[config.mk]
export PLATFORM = sky130hd
export DESIGN_NAME = rx_err_status
export DESIGN_NICKNAME = d
export VERILOG_FILES = /design/src/rtl/rx_stat_pkg.sv /design/src/rtl/rx_err_latch.sv /design/src/rtl/rx_residue_reg.sv /design/src/rtl/rx_all_sent.sv /design/src/rtl/rx_err_status.sv
export SDC_FILE = /design/constraint.sdc
export NUM_CORES = 1
export LEC_CHECK = 0
export BUFFER_PORTS_ARGS = -buffer_cell sky130_fd_sc_hd__buf_2
export CAP_MARGIN = 20
export CORE_AREA = 2 2 39 41
export CTS_BUF_LIST = sky130_fd_sc_hd__clkbuf_16
export CTS_CLUSTER_DIAMETER = 100
export DETAILED_ROUTE_END_ITERATION = 8
export DIE_AREA = 0 0 41 43
export GPL_TIMING_DRIVEN = 0
export PLACE_DENSITY = 0.57
export REMOVE_ABC_BUFFERS = 1
export SYNTH_ARGS = -nofsm -noshare
export SYNTH_HDL_FRONTEND = slang
export SYNTH_SLANG_ARGS = --single-unit
[constraint.sdc]
create_clock -name clk -period 2.5 [get_ports clk]
set_input_delay 0.5 -clock clk [delete_from_list [all_inputs] [get_ports clk]]
set_output_delay 0.5 -clock clk [all_outputs]
set_load 0.1 [all_outputs]
[src/rtl/rx_stat_pkg.sv]
package rx_stat_pkg;

    localparam int RES_W    = 3;
    localparam int STAT_W   = 8;
    localparam logic [RES_W-1:0] RES_IDLE = 3'b011;

    typedef enum logic [1:0] {
        MODE_ASYNC = 2'b00,
        MODE_SYNC  = 2'b01,
        MODE_SDLC  = 2'b10,
        MODE_SYNC2 = 2'b11
    } chan_mode_e;

    typedef struct packed {
        logic [2:0]       zero;
        logic             par_err;
        logic [RES_W-1:0] residue;
        logic             all_sent;
    } stat_byte_t;

    function automatic stat_byte_t pack_status(input logic par,
                                               input logic [RES_W-1:0] res,
                                               input logic sent);
        stat_byte_t s;
        s.zero     = '0;
        s.par_err  = par;
        s.residue  = res;
        s.all_sent = sent;
        return s;
    endfunction

endpackage

[src/rtl/rx_err_latch.sv]
module rx_err_latch (
    input  logic clk,
    input  logic rst,
    input  logic chan_rst,
    input  logic err_reset,
    input  logic char_valid,
    input  logic par_en,
    input  logic par_bad,
    input  logic par_spec_en,
    input  logic overrun,
    output logic par_q,
    output logic spec_q,
    output logic valid_q
);
    logic par_hit;
    logic spec_hit;

    assign par_hit  = char_valid & par_en & par_bad;
    assign spec_hit = char_valid & ((par_hit & par_spec_en) | overrun);

    always_ff @(posedge clk) begin
        if (rst || chan_rst) begin
            par_q   <= 1'b0;
            spec_q  <= 1'b0;
            valid_q <= 1'b0;
        end else begin
            par_q   <= par_hit  | (par_q  & ~err_reset);
            spec_q  <= spec_hit | (spec_q & ~err_reset);
            valid_q <= char_valid;
        end
    end

    // a qualifying parity mismatch sets the bit
    assert_par_set_R1: assert property (@(posedge clk) disable iff (rst)
        (char_valid && par_en && par_bad && !chan_rst) |=> par_q);

    // without a clearing command the bit holds
    assert_par_sticky_R2: assert property (@(posedge clk) disable iff (rst)
        (par_q && !err_reset && !chan_rst) |=> par_q);

    // overrun raises the special condition
    assert_ovr_spec_R4: assert property (@(posedge clk) disable iff (rst)
        (char_valid && overrun && !chan_rst) |=> spec_q);

endmodule

[src/rtl/rx_residue_reg.sv]
module rx_residue_reg
    import rx_stat_pkg::*;
#(
    parameter int W = RES_W,
    parameter logic [W-1:0] IDLE = RES_IDLE
) (
    input  logic         clk,
    input  logic         rst,
    input  logic         chan_rst,
    input  chan_mode_e   mode,
    input  logic         char_valid,
    input  logic         eof,
    input  logic [W-1:0] res_in,
    output logic [W-1:0] res_q
);
    always_ff @(posedge clk) begin
        if (rst || chan_rst) begin
            res_q <= IDLE;
        end else if (mode != MODE_SDLC) begin
            res_q <= IDLE;
        end else if (char_valid) begin
            res_q <= eof ? res_in : IDLE;
        end
    end

    // outside SDLC the field returns to the idle code
    assert_res_forced_R7: assert property (@(posedge clk) disable iff (rst)
        (mode != MODE_SDLC) |=> (res_q == IDLE));

endmodule

[src/rtl/rx_all_sent.sv]
module rx_all_sent
    import rx_stat_pkg::*;
(
    input  logic       clk,
    input  logic       rst,
    input  logic       chan_rst,
    input  chan_mode_e mode,
    input  logic       tx_idle,
    output logic       sent_q
);
    always_ff @(posedge clk) begin
        if (rst || chan_rst) sent_q <= 1'b1;
        else                 sent_q <= (mode != MODE_ASYNC) | tx_idle;
    end

    // synchronous and SDLC modes always report all sent
    assert_sent_sync_R8: assert property (@(posedge clk) disable iff (rst)
        (mode != MODE_ASYNC) |=> sent_q);

endmodule

[src/rtl/rx_err_status.sv]
module rx_err_status
    import rx_stat_pkg::*;
(
    input  logic             clk,
    input  logic             rst,
    input  logic             chan_rst,
    input  logic [1:0]       mode,
    input  logic             par_en,
    input  logic             par_special_en,
    input  logic             err_reset,
    input  logic             rx_char_valid,
    input  logic             rx_par_bad,
    input  logic             rx_overrun,
    input  logic             rx_eof,
    input  logic [RES_W-1:0] rx_residue,
    input  logic             tx_idle,
    output logic [STAT_W-1:0] status,
    output logic             stat_valid,
    output logic             special_cond
);
    chan_mode_e       mode_e;
    logic             par_q;
    logic             spec_q;
    logic             valid_q;
    logic [RES_W-1:0] res_q;
    logic             sent_q;
    stat_byte_t       stat_s;

    assign mode_e = chan_mode_e'(mode);

    rx_err_latch u_err (
        .clk        (clk),
        .rst        (rst),
        .chan_rst   (chan_rst),
        .err_reset  (err_reset),
        .char_valid (rx_char_valid),
        .par_en     (par_en),
        .par_bad    (rx_par_bad),
        .par_spec_en(par_special_en),
        .overrun    (rx_overrun),
        .par_q      (par_q),
        .spec_q     (spec_q),
        .valid_q    (valid_q)
    );

    rx_residue_reg #(.W(RES_W), .IDLE(RES_IDLE)) u_res (
        .clk        (clk),
        .rst        (rst),
        .chan_rst   (chan_rst),
        .mode       (mode_e),
        .char_valid (rx_char_valid),
        .eof        (rx_eof),
        .res_in     (rx_residue),
        .res_q      (res_q)
    );

    rx_all_sent u_sent (
        .clk      (clk),
        .rst      (rst),
        .chan_rst (chan_rst),
        .mode     (mode_e),
        .tx_idle  (tx_idle),
        .sent_q   (sent_q)
    );

    assign stat_s       = pack_status(par_q, res_q, sent_q);
    assign status       = stat_s;
    assign stat_valid   = valid_q;
    assign special_cond = valid_q & spec_q;

    // status strobe follows each character by one clock
    assert_valid_follow_R10: assert property (@(posedge clk) disable iff (rst)
        (rx_char_valid && !chan_rst) |=> stat_valid);

    // a new overrun beats a same-cycle Error Reset
    assert_collide_R5: assert property (@(posedge clk) disable iff (rst)
        (rx_char_valid && rx_overrun && err_reset && !chan_rst) |=> special_cond);

    // unused upper bits never show a one
    assert_upper_zero_R9: assert property (@(posedge clk) disable iff (rst)
        1'b1 |=> (status[7:5] == 3'b000));

endmodule

==> results.ini <==
[sta]
final_max_slew_viol_count=0
holdWs_ns=0.458
setup_viol=0
period_minus_slack_ns=1.57
max_freq_ghz=0.636
rsz0062_at_grt=no
skew_ns=0
fin_setup_tns_ns=0
hold_violations=0
finalCritPeriodShare_pct=62.9
worst_slack_ns=0.927

[hold_path]
min-delay-start=tx_idle
hold_class=in -> reg

[setup_path]
path_max_fanout=2
startpoint=u_err.valid_q$_SDFF_PP0_
crit_type=reg -> out
cp-end-kind=output pin
reg2reg_from=u_res.res_q[1]$_SDFFE_PP1P_
crit_required_ns=2.00
start_kind=flop
arrival_ns=1.07

[synth]
synth_ff_type=dfxtp_1
ys_warn_count=0
synth_cell_type_count=19
synth-edff-count=0
avgSynthCellArea_sq_um=8.83
syn_area_sq_um=318
yosysSeqAreaShare_pct=44.1
synth_seq_cells=7
synth_cells=36
synth-async-reset-ratio_pct=0

[layout]
final_common_cell=buf_2
syn2layout_area_growth_pct=54.7
antenna_cells=0
final_util_pct=35.5
final_cell_mix=buf_2, dfxtp_1
nNetsFinal=75
drive_above_1_share_pct=44.8

[detailed_routing]
drcViolationCount=0
drtIter0Drc=1
num_vias=308
drtPass1Iterations=3
routedWlPerCell_um=8.77
viasPerCell=4.16
ant_nets=0
routed_wl_um=649

[clock_tree]
root_buffer=clkbuf_16
cts.sinks=7
cts-htree-levels=1
cts_buffers=3
postCtsSetupBuffers=0
cts_max_path_buffers=2
clk_latency_ns=0.23
post_cts_resized=0
postCtsHoldBufs=0
path_clk_slew_ns=0.03
cts_tree=done

[floorplanning]
die-area_sq_mm=0.00176
rows=14
die_y_um=43
die_w_um=41
io_pins=26
start_util_pct=23.0
core_area_sq_mm=0.00138

[placement]
portBuffers=22
pre_cts_ws_ns=1.08
hpwl_um=510
globalplace.congestion=0.578

[power_and_ir_drop]
power.density_mw_per_mm2=885
peakVddDrop_mv=0.425
power_uw=435
p_leak_uw=0.000241

[flow_run]
drv_cap=0

[global_routing]
grt_pass1_wl_um=862
grt_max_degree=11
grt_pass1_vias=234
overflow=0
grt_antenna_before_repair=0
globalRouteTotalUtil_pct=8.47

[status]
status=finished clean

-- state kept, by name (all words and copies together), names as in the netlist --
name and flops:
u_err.spec_q 1, u_err.par_q 1, u_err.valid_q 1, u_sent.sent_q 1, u_res.res_q 3
-- routing by layer --
layer,vias up,part of all wire (%),routed length [um],GRT usage [%]
li1,156,-,-,-
met1,130,38,245,6.84
met2,19,44,285,11.3
met3,3,16,102,7.85
met4,0,2.5,16,8.00
met5,-,0,0,0
-- Yosys cell counts (2+ instances only) --
library cell,count,area share [%]
nor2_1,3,3.5
nand3_1,2,3.1
and3b_1,2,5.5
buf_4,5,12
nand2b_1,3,5.9
dfxtp_1,7,44
o21ai_0,2,3.1
-- stage by stage --
| stage | area, sq um | instances |
|---|---|---|
| 2_1_floorplan | 283 | 32 |
| 3_3_place_gp | 413 | 70 |
| 3_5_place_dp | 413 | 70 |
| 4_1_cts | 492 | 74 |
| 5_1_grt | 492 | 74 |
| 6_report | 492 | 74 |
-- power breakdown --
part	total, uW	internal [uW]	switching, uW
clock	265	208	57.3
combinational	55.0	14.2	40.8
sequential	115	115	0.748
-- area by class of cell --
class / count / area, sq um
sequential: 7 / 140
fill: 152 / 892
timing repair buffer: 22 / 110
tap: 16 / 20.0
clock inverter: 1 / 3.75
clock buffer: 3 / 75.1
multi-input combinational: 24 / 139
inverter: 1 / 3.75
-- worst max-delay path: stages (launching register included) --
cell and delay [ns]:
dfxtp_1 0.31, and2_1 0.12, buf_2 0.42
-- worst paths after layout --
path | endpoint | slack, ns | cells past startpoint
worst max-delay path | special_cond | 0.93 | 2
worst max register to register | u_res.res_q[1]$_SDFFE_PP1P_ | 1.89 | 2
worst min-delay path | u_sent.sent_q$_SDFF_PP1_ | 0.46 | 2
worst min register to register | u_err.par_q$_SDFF_PP0_ | 0.46 | 2
-- cells by family after synthesis --
kind of cell           Yosys count  share of synthesized area (%)
buffers and inverters            7                           14.6
DFF                              7                           44.1
and+or+nand+nor                 16                           31.1
other                            1                           1.18
AOI/OAI and AO/OA                5                           9.06
Note: power is estimated with default switching activity, not from simulation.
